==> src/rtl/prng_pkg.sv <==
package prng_pkg;

    // Width and tap placement of the base serial register.
    localparam int BASE_W = 4;
    localparam int TAP_HI = 3;
    localparam int TAP_LO = 2;

    // Advance selection: one serial step, or the built-in multi-step path.
    typedef enum logic {
        ADV_FAST = 1'b0,
        ADV_REF  = 1'b1
    } adv_mode_e;

    typedef struct packed {
        logic      load;
        adv_mode_e mode;
    } adv_ctrl_t;

    function automatic int word_width(input int steps);
        return (steps > BASE_W) ? steps : BASE_W;
    endfunction

    // Feedback bit entering the low end of the register.
    function automatic logic fb_bit(input logic hi, input logic lo);
        return ~(hi ^ lo);
    endfunction

endpackage

==> src/rtl/prng_adv_net.sv <==
module prng_adv_net
    import prng_pkg::*;
#(
    parameter int W = 4,
    parameter int N = 4
) (
    input  logic [W-1:0] cur_i,
    output logic [W-1:0] nxt_o
);

    // One serial step: shift toward the MSB, feedback into bit 0.
    function automatic logic [W-1:0] one_step(input logic [W-1:0] s);
        return {s[W-2:0], fb_bit(s[TAP_HI], s[TAP_LO])};
    endfunction

    generate
        if (N == 4 && W == 4) begin : g_four
            // Closed-form four-step look-ahead.
            always_comb begin
                nxt_o[0] = cur_i[0] ^ cur_i[3] ^ cur_i[2];
                nxt_o[1] = ~(cur_i[1] ^ cur_i[0]);
                nxt_o[2] = ~(cur_i[2] ^ cur_i[1]);
                nxt_o[3] = ~(cur_i[3] ^ cur_i[2]);
            end
        end else begin : g_unrolled
            // Generic look-ahead: N serial steps flattened into one cone.
            always_comb begin
                logic [W-1:0] acc;
                acc = cur_i;
                for (int k = 0; k < N; k++) begin
                    acc = one_step(acc);
                end
                nxt_o = acc;
            end
        end
    endgenerate

endmodule

==> src/rtl/prng_state_reg.sv <==
module prng_state_reg
    import prng_pkg::*;
#(
    parameter int W = 4
) (
    input  logic         clk,
    input  logic         rst,
    input  adv_ctrl_t    ctrl_i,
    input  logic [W-1:0] nxt_fast_i,
    input  logic [W-1:0] nxt_ref_i,
    output logic [W-1:0] state_o
);

    logic [W-1:0] state_q;

    always_ff @(posedge clk) begin
        if (rst) begin
            state_q <= '0;
        end else if (ctrl_i.load) begin
            state_q <= (ctrl_i.mode == ADV_REF) ? nxt_ref_i : nxt_fast_i;
        end
    end

    assign state_o = state_q;

endmodule

==> src/rtl/prng_multistep.sv <==
module prng_multistep
    import prng_pkg::*;
#(
    parameter  int STEPS = 4,
    localparam int W     = word_width(STEPS)
) (
    input  logic         clk,
    input  logic         rst,
    input  logic         en,
    input  logic         ref_mode,
    output logic [W-1:0] word_o
);

    logic [W-1:0] state;
    logic [W-1:0] nxt_fast;
    logic [W-1:0] nxt_ref;
    adv_ctrl_t    ctrl;

    always_comb begin
        ctrl.load = en;
        ctrl.mode = ref_mode ? ADV_REF : ADV_FAST;
    end

    prng_adv_net #(.W(W), .N(STEPS)) u_fast (
        .cur_i (state),
        .nxt_o (nxt_fast)
    );

    prng_adv_net #(.W(W), .N(1)) u_ref (
        .cur_i (state),
        .nxt_o (nxt_ref)
    );

    prng_state_reg #(.W(W)) u_state (
        .clk        (clk),
        .rst        (rst),
        .ctrl_i     (ctrl),
        .nxt_fast_i (nxt_fast),
        .nxt_ref_i  (nxt_ref),
        .state_o    (state)
    );

    assign word_o = state;

endmodule

==> config.mk <==
export PLATFORM = sky130hd
export DESIGN_NAME = prng_multistep
export DESIGN_NICKNAME = d
export VERILOG_FILES = /design/src/rtl/prng_pkg.sv /design/src/rtl/prng_adv_net.sv /design/src/rtl/prng_state_reg.sv /design/src/rtl/prng_multistep.sv
export SDC_FILE = /design/constraint.sdc
export NUM_CORES = 1
export LEC_CHECK = 0
export ABC_AREA = 1
export BUFFER_PORTS_ARGS = -buffer_cell sky130_fd_sc_hd__buf_2
export CORE_AREA = 2 2 39 41
export CTS_BUF_LIST = sky130_fd_sc_hd__clkbuf_2
export CTS_CLUSTER_DIAMETER = 50
export CTS_CLUSTER_SIZE = 25
export DETAILED_ROUTE_END_ITERATION = 8
export DIE_AREA = 0 0 41 43
export MAX_ROUTING_LAYER = met4
export SETUP_SLACK_MARGIN = 0.3
export SYNTH_ARGS = -nofsm -noshare
export SYNTH_HDL_FRONTEND = slang
export SYNTH_SLANG_ARGS = --single-unit
==> constraint.sdc <==
create_clock -name clk -period 1.3 [get_ports clk]
set_input_delay 0.13 -clock clk [delete_from_list [all_inputs] [get_ports clk]]
set_output_delay 0.13 -clock clk [all_outputs]
set_load 0.02 [all_outputs]
==> summary.md, run 1 <==
| Metric | Value |
|---|---|
| Ys Warns | `0` |
| Register bit total from synthesis | `4` |
| Starting DRT DRC Count | `1` |
| Post-Syn Nets | `38` |
| Area growth, synth to finish | `26.4%` |
| Setup crit end kind | `output pin` |
| Max reg flops | `4` |
| Worst endpoint required time | `1.17 ns` |
| Wirelength, routed | `roughly 450 µm` |
| Most frequent cells in the layout | `nand2_1, buf_2, inv_1` |
| Vias in the first global route | `199` |
| Hold Crit Class | `in2reg` |
| Grt total ovfl | `0` |
| Total negative slack | `0 ns` |
| Ant diodes | `0` |
| Die width | `just over 40 µm` |
| Finished Layout Cells | `59` |
| Number of I/O port buffers | `7` |
| I/O pin count | `8` |
| Worst slew pin tran | `0.171 ns` |
| Tmin final | `0.859 ns` |
| Max Cap Viol | `0` |
| Post-DP HPWL | `386 µm` |
| First-pass GRT wire length | `roughly 630 µm` |
| DIE AREA | `around 1800 µm²` |
| Synthesized instance count | `34` |
| Area of the core | `between 1000 and 1500 µm²` |
| Arr. time, crit path | `0.73 ns` |
| Largest net degree at the start of global routing | `9` |
| Number of CTS-inserted buffers | `3` |
| Cell depth of the worst setup path | `1` |
| Hold Violations, Final | `0` |
| RR Startpoint | `u_state.state_o[2]` |
| Pins over their slew limit | `0` |
| Most common cell after layout, fill and taps aside | `nand2_1` |
| Initial antenna violation count | `0` |
| WS Path Type | `reg2out` |
| Clk_lat worst skew | `0.20 ns` |
| Starting density of the core | `0.161` |
| Post-route DRC | `0` |
| R2R cell count | `5` |
| CTS clock-pin slew for the worst setup and hold paths | `about 0.040 ns` |
| Synthesized cell area | `223 µm²` |
| Wire per inst | `7.69 µm` |
| Power density cells | `approximately 1300 nW/µm²` |
| Final non-filler cell area | `282 µm²` |
| Seq/Total Area, Yosys | `0.360` |
| Root Buffer | `clkbuf_2` |
| Worst path slowest cell | `dfxtp_1` |
| Clk sinks | `4` |
| Delay-heaviest family, CP | `flip-flops` |
| Clock skew | `0.00170 ns` |
| # hold bufs at CTS | `0` |
| All-Layer GR Usage | `0.0607` |
| CP startpoint kind | `register` |
| Peak Freq | `~1200 MHz` |
| CP Capture Point | `word_o[3]` |
| Worst path max stage delay | `approximately 0.35 ns` |
| First drt pass iteration count | `2` |
| Reg2reg end | `u_state.state_o[2]` |
| Final design utilization | `0.203` |
| Vias | `223` |
| Routed vias/inst | `3.78` |
| H-tree levels | `1` |
| Routability cong. | `~0.65` |
| Worst vdd ir | `around 0.28 mV` |
| Worst setup path start | `u_state.state_o[3]` |
| CTS tree | `yes` |
| Synth Area per Inst | `6.55 µm²` |
| R2R Setup Slk | `0.49 ns` |
| Post-CTS setup buffer count | `0` |
| Post-cts sizing count | `0` |
| Die Ht | `43 µm` |
| Max-Slew Margin vs Limit | `0.886` |
| Synth cell types | `10` |
| Final setup fails | `0` |
| Total Nets Final | `49` |
| LEAKAGE | `between 0.15 and 0.2 nW` |
| Placed Area | `roughly 270 µm²` |
| Rows | `14` |
| CTS Buffer Depth | `2` |
| DP Cell Count | `56` |
| Final ANT Viol Nets | `0` |
| Cells along the critical path | `buf_2` |
| RSZ-0062 raised after global routing | `no` |
| Share of cells above drive strength 1 | `0.302` |
| Buf+Inv Stages, Crit Path | `1` |
| Status | `complete, no violations` |
| Final period util | `0.661` |
| Max Fanout on Critical Path | `3` |
cell usage after synthesis:
cell | n | area, µm²
inv_1 | 5 | 18.8
nor2_1 | 4 | 15.0
a21oi_1 | 4 | 20.0
nand3_1 | 4 | 20.0
buf_6 | 1 | 11.3
nand2_1 | 9 | 33.8
nand2_4 | 1 | 11.3
inv_2 | 1 | 3.75
dfxtp_1 | 4 | 80.1
a21oi_2 | 1 | 8.76
cell type report:
class	instances	area, µm²
multi-input combinational	23	109
fill	160	1100
sequential	4	80.1
tap	16	20.0
timing repair buffer	7	35.0
inverter	6	22.5
clock buffer	3	15.0
through the flow:
step / power, mW / worst slack (ns) / hold slack (ns)
after global placement: 0.247 / 0.512 / 0.433
after CTS: 0.362 / 0.416 / 0.204
after floorplan: 0.223 / 0.388 / 0.309
final: 0.352 / 0.441 / 0.215
after detailed placement: 0.249 / 0.489 / 0.428
after global routing: 0.387 / 0.360 / 0.210
report_power, final:
group / switching, mW / leakage [nW] / internal (mW)
Sequential: 0.00826 / 0.0334 / 0.138
Combinational: 0.0650 / 0.117 / 0.0341
Clock: 0.0449 / 0.0125 / 0.0619
kinds of logic (layout without fill, tap and decap cells):
group,after synthesis,in the layout,share of synthesized area
buffers and inverters,7,16,0.152
AND/OR/NAND/NOR,18,18,0.360
AO/OA/AOI/OAI,5,5,0.129
flip-flops,4,4,0.360
routing by layer:
layer,up-vias,share of wire,GRT usage
met4,0,0,0.0800
met5,-,0,-
met1,96,0.35,0.0354
li1,123,-,-
met3,0,0.075,0.0314
met2,4,0.57,0.0938
worst min-delay path by stage:
| stage | cells after the start | startpoint | slack (ns) | end |
|---|---|---|---|---|
| finish | 4 | rst | 0.21 | u_state.state_o[1] |
| global placement | 4 | rst | 0.43 | u_state.state_o[1] |
| detailed placement | 4 | rst | 0.43 | u_state.state_o[0] |
| global route | 4 | rst | 0.21 | u_state.state_o[3] |
| CTS | 4 | rst | 0.20 | u_state.state_o[0] |
| floorplan | 3 | rst | 0.31 | u_state.state_o[0] |
Power figures use the tool's default switching activity.
==> run 2: changes to the inputs <==
--- a/config.mk
+++ b/config.mk
@@ -5,7 +5,7 @@
 export SDC_FILE = /design/constraint.sdc
 export NUM_CORES = 1
 export LEC_CHECK = 0
-export ABC_AREA = 1
+export ABC_AREA = 0
 export BUFFER_PORTS_ARGS = -buffer_cell sky130_fd_sc_hd__buf_2
 export CORE_AREA = 2 2 39 41
 export CTS_BUF_LIST = sky130_fd_sc_hd__clkbuf_2
==> constraint.sdc (replaced) <==
create_clock -name clk -period 0.8 [get_ports clk]
set_input_delay 0.08 -clock clk [delete_from_list [all_inputs] [get_ports clk]]
set_output_delay 0.08 -clock clk [all_outputs]
set_load 0.02 [all_outputs]
==> summary.md, run 2 <==
| Metric | Value |
|---|---|
| Status | `finished with violations` |
| Failing checks | `setup timing` |
| Number of CTS-inserted buffers | `3` |
| Starting density of the core | `0.146` |
| All-Layer GR Usage | `0.0801` |
| Root Buffer | `clkbuf_2` |
| Ant diodes | `0` |
| Switch share | `0.299` |
| Clock power frac | `0.271` |
| Setup ws final | `-0.230 ns` |
| Final design utilization | `0.309` |
| Clk sinks | `4` |
| WS Path Type | `reg2reg` |
| Internal | `456 µW` |
| Post-synth ARST share | `0` |
| Most common cell after layout, fill and taps aside | `buf_6` |
| Setup crit end kind | `register` |
| CTS tree | `yes` |
| Place WS | `-0.217 ns` |
| Max reg flops | `4` |
| Routability cong. | `0.625` |
| Area growth, synth to finish | `112%` |
| Sw power | `194 µW` |
| Synthesized cell area | `201 µm²` |
| First drt pass iteration count | `1` |
| Power density cells | `1520 nW/µm²` |
| Placed Area | `344 µm²` |
| Synth Area per Inst | `8.39 µm²` |
| Routed vias/inst | `4.30` |
| Vias | `245` |
| Final setup fails | `6` |
| Fillers | `146` |
| Ys Warns | `0` |
| DIE AREA | `1760 µm²` |
| Worst slew pin tran | `0.245 ns` |
| Area leader, netlist | `dfxtp_1` |
| Post-synth EDFFs | `0` |
| Top post-synthesis cells by area | `dfxtp_1, a21oi_1, nor4b_1` |
| Hold Violations, Final | `0` |
| Peak Freq | `970 MHz` |
| Grt total ovfl | `0` |
| LEAKAGE | `between 0.15 and 0.2 nW` |
| Clk_lat worst skew | `roughly 0.20 ns` |
| Total Nets Final | `47` |
| Starting DRT DRC Count | `0` |
| Combinational power share | `0.355` |
| Synthesized instance count | `24` |
| Final period util | `1.29` |
| Seq/Total Area, Yosys | `0.398` |
| Final non-filler cell area | `between 400 and 500 µm²` |
| Vias in the first global route | `261` |
| CTS clock-pin slew for the worst setup and hold paths | `0.05 ns` |
| Worst vdd ir | `0.561 mV` |
| Synth cell types | `14` |
| Clock skew | `about 0.0084 ns` |
| Yosys top cell area share | `0.398` |
| Seq pwr share | `0.375` |
| Max Cap Viol | `0` |
| Wirelength, routed | `approximately 530 µm` |
| Die width | `a little over 40 µm` |
| CTS Buffer Depth | `2` |
| Worst endpoint required time | `0.92 ns` |
| Initial antenna violation count | `0` |
| RSZ-0062 raised after global routing | `yes` |
| Max-Slew Margin vs Limit | `0.834` |
| # hold bufs at CTS | `0` |
| I/O pin count | `8` |
| Share of cells above drive strength 1 | `0.610` |
| H-tree levels | `1` |
| Most frequent cells in the layout | `buf_6, a21oi_1, buf_4, dfxtp_4` |
| Number of I/O port buffers | `7` |
| Max Fanout on Critical Path | `4` |
| CP startpoint kind | `register` |
| Largest net degree at the start of global routing | `9` |
| Wire per inst | `9.28 µm` |
| Arr. time, crit path | `approximately 1.2 ns` |
| Pins over their slew limit | `0` |
| Rows | `14` |
| Area of the core | `1380 µm²` |
| Post-route DRC | `0` |
| Hold Crit Class | `in2reg` |
| Post-DP HPWL | `413 µm` |
| Register bit total from synthesis | `4` |
| Post-Syn Nets | `28` |
| Final ANT Viol Nets | `0` |
| Tmin final | `between 1 and 1.5 ns` |
| First-pass GRT wire length | `917 µm` |
| Main synth FF type | `dfxtp_1` |
| Die Ht | `43 µm` |
| Most frequent cells after synthesis | `a21oi_1, dfxtp_1, o21ai_0` |
run 2: cell types whose count changed after synthesis, moves of 2 or more:
| cell | delta |
|---|---|
| o21ai_0 | +3 |
| inv_1 | -4 |
| nor2_1 | -3 |
| a21o_1 | +2 |
| nor4b_1 | +2 |
| nand3_1 | -3 |
| nand2_1 | -9 |
run 2: path summary, 6_finish.rpt:
| check | start | depth (start not counted) | slack, ns | end |
|---|---|---|---|---|
| worst max-delay path | u_state.state_o[0] | 3 | -0.23 | u_state.state_o[0] |
| worst min-delay path | rst | 2 | 0.08 | u_state.state_o[1] |
| worst max register to register | u_state.state_o[0] | 3 | -0.23 | u_state.state_o[0] |
| worst min register to register | u_state.state_o[1] | 2 | 0.59 | u_state.state_o[1] |
run 2: logic make-up after synthesis:
kind of cell | synth area share
simple gates | 0.248
flops | 0.398
xor+xnor | 0.0435
compound gates | 0.292
buf+inv | 0.0186
run 2: final cells by class:
cell class	instances	area (µm²)	area share
tap	16	20.0	0.0468
timing repair buffer	14	136	0.319
sequential	4	95.1	0.222
inverter	1	3.75	0.00877
clock buffer	3	15.0	0.0351
multi-input combinational	19	158	0.368
run 2: power by group through the flow:
stage | Sequential [mW] | Combinational, mW | Clock, mW
2_1_floorplan | 0.269 | 0.0640 | 0
3_3_place_gp | 0.244 | 0.179 | 0
3_5_place_dp | 0.244 | 0.181 | 0
4_1_cts | 0.242 | 0.225 | 0.184
5_1_grt | 0.246 | 0.249 | 0.202
6_report | 0.244 | 0.231 | 0.176
run 2: timing repair:
item                                   in CTS  in global routing
resized for setup                          15                  2
buffers inserted                            1                  0
endpoints found under the hold margin       0                  0
setup endpoints to repair                   8                  8
pin swaps                                   3                  3
run 2: per-stage QoR:
step / hold WS (ns) / TNS [ns] / power, mW / instances
2_1_floorplan: 0.139 / -0.380 / 0.333 / 24
3_3_place_gp: 0.288 / -0.547 / 0.423 / 53
3_5_place_dp: 0.295 / -0.586 / 0.425 / 53
4_1_cts: 0.0739 / -0.792 / 0.651 / 57
5_1_grt: 0.0675 / -1.18 / 0.698 / 57
6_report: 0.0822 / -0.751 / 0.651 / 57
run 2: critical path, cell delays in order (launching register included):
cell and delay, ns:
dfxtp_4 0.34, nand2b_4 0.13, or3_1 0.34, a21oi_1 0.14
run 2: per-layer routing:
layer / up-vias / GRT usage / share of wire
met5: - / - / 0
met4: 0 / 0.0600 / 0
met3: 0 / 0.0366 / 0.072
met2: 4 / 0.122 / 0.55
met1: 115 / 0.0735 / 0.37
li1: 126 / - / -
==> run 3: changes to the inputs <==
--- a/config.mk
+++ b/config.mk
@@ -14,7 +14,7 @@
 export DETAILED_ROUTE_END_ITERATION = 8
 export DIE_AREA = 0 0 41 43
 export MAX_ROUTING_LAYER = met4
-export SETUP_SLACK_MARGIN = 0.3
+export SETUP_SLACK_MARGIN = 0.02
 export SYNTH_ARGS = -nofsm -noshare
 export SYNTH_HDL_FRONTEND = slang
 export SYNTH_SLANG_ARGS = --single-unit
==> summary.md, run 3 (synthesis results as in run 2) <==
| Metric | Value |
|---|---|
| Max Fanout on Critical Path | `4` |
| Pins over their slew limit | `0` |
| Most frequent cells in the layout | `buf_6, dfxtp_4` |
| Register area | `95.1 µm²` |
| Power density cells | `1610 nW/µm²` |
| Place WS | `-0.221 ns` |
| Finished Layout Cells | `54` |
| Hold Crit Class | `in2reg` |
| Number of I/O port buffers | `7` |
| Grt total ovfl | `0` |
| CP startpoint kind | `register` |
| DP Cell Count | `50` |
| Initial antenna violation count | `0` |
| Share of cells above drive strength 1 | `0.605` |
| H-tree levels | `1` |
| I/O pin count | `8` |
| Status | `finished with violations` |
| Worst path slowest cell | `or3_4` |
| Worst vdd ir | `0.470 mV` |
| Die width | `41 µm` |
| Worst path max stage delay | `between 0.3 and 0.4 ns` |
| Post-route DRC | `0` |
| Clk_lat worst skew | `0.20 ns` |
| Vias | `229` |
| Number of CTS-inserted buffers | `3` |
| Ant diodes | `0` |
| Cells along the critical path | `nand2b_4 > or3_4 > a21oi_2` |
| Total Nets Final | `44` |
| Hold Violations, Final | `0` |
| Multi-input logic area | `146 µm²` |
| CTS clock-pin slew for the worst setup and hold paths | `0.04 ns` |
| Wire per inst | `approximately 9 µm` |
| Die Ht | `43 µm` |
| Area growth, synth to finish | `89.4%` |
| Starting density of the core | `0.146` |
| Final setup fails | `7` |
| Root Buffer | `clkbuf_2` |
| CTS tree | `yes` |
| Vias in the first global route | `240` |
| Peak Freq | `975 MHz` |
| Setup crit end kind | `register` |
| LEAKAGE | `0.162 nW` |
| Routed vias/inst | `4.24` |
| All-Layer GR Usage | `0.0791` |
| Starting DRT DRC Count | `0` |
| Max-Slew Margin vs Limit | `0.829` |
| Final non-filler cell area | `about 380 µm²` |
| Clock skew | `0.00736 ns` |
| Arr. time, crit path | `between 1 and 1.5 ns` |
| Fillers | `158` |
| Clk sinks | `4` |
| Max reg flops | `4` |
| R2R Setup Slk | `-0.23 ns` |
| DIE AREA | `1760 µm²` |
| First drt pass iteration count | `1` |
| Largest net degree at the start of global routing | `9` |
| Final period util | `1.28` |
| # hold bufs at CTS | `0` |
| Most common cell after layout, fill and taps aside | `buf_6` |
| Post-DP HPWL | `384 µm` |
| Wirelength, routed | `501 µm` |
| First-pass GRT wire length | `between 800 and 900 µm` |
| Routability cong. | `between 0.6 and 0.7` |
| Rows | `14` |
| Area of the core | `around 1400 µm²` |
| Failing checks | `setup timing` |
| CTS Buffer Depth | `2` |
| Tmin final | `approximately 1.0 ns` |
| Setup ws final | `-0.225 ns` |
| Worst endpoint required time | `0.93 ns` |
| Worst slew pin tran | `~0.25 ns` |
| Max Cap Viol | `0` |
| Placed Area | `just over 300 µm²` |
| WS Path Type | `reg2reg` |
| RSZ-0062 raised after global routing | `yes` |
| Final ANT Viol Nets | `0` |
[run 3: path summary, 6_finish.rpt]
path                      start            endpoint  cells past startpoint
max          u_state.state_o[0]  u_state.state_o[0]                      3
min                         rst  u_state.state_o[0]                      2
max reg2reg  u_state.state_o[0]  u_state.state_o[0]                      3
min reg2reg  u_state.state_o[2]  u_state.state_o[2]                      2
[run 3: timing repair]
item,CTS,global route
gates resized for setup,13,3
pin swaps,1,0
endpoints found under the setup margin,8,8
hold endpoints to repair,0,0
buffers inserted,1,1
[run 3: layer usage]
| layer | GRT usage | part of all wire | wire length [µm] | up-vias |
|---|---|---|---|---|
| met2 | 0.0938 | 0.53 | 264 | 4 |
| met4 | 0.0800 | 0 | 0 | 0 |
| li1 | - | - | - | 120 |
| met1 | 0.0929 | 0.40 | 199 | 105 |
| met3 | 0.0314 | 0.074 | 37 | 0 |
| met5 | - | 0 | 0 | - |
[run 3: critical path: cells and delay by family, from the launching register on]
family | cells | cell delay (ns)
and+or+nand+nor | 2 | 0.50
AOI/OAI and AO/OA | 1 | 0.12
DFF | 1 | 0.34
[run 3: power breakdown]
| group | internal [mW] | leakage [nW] | switching (mW) |
|---|---|---|---|
| logic | 0.114 | 0.114 | 0.0826 |
| registers | 0.218 | 0.0357 | 0.0259 |
| clock network | 0.101 | 0.0125 | 0.0723 |
[run 3: per-stage QoR]
stage	utilization	power [mW]	hold WS [ns]	TNS, ns
after CTS	0.270	0.627	0.0700	-0.806
after floorplan	-	0.333	0.139	-0.380
after global routing	0.276	0.663	0.0675	-1.08
final	0.276	0.614	0.0830	-0.788
after global placement	0.223	0.397	0.293	-0.404
after detailed placement	0.223	0.399	0.294	-0.429
[run 3: final cells by class]
cell class              count  share of cell area
inverters                   1             0.00984
clock buffers               3              0.0393
repair buffers             11               0.266
well taps                  16              0.0525
multi-input cells          19               0.384
flip-flops and latches      4               0.249
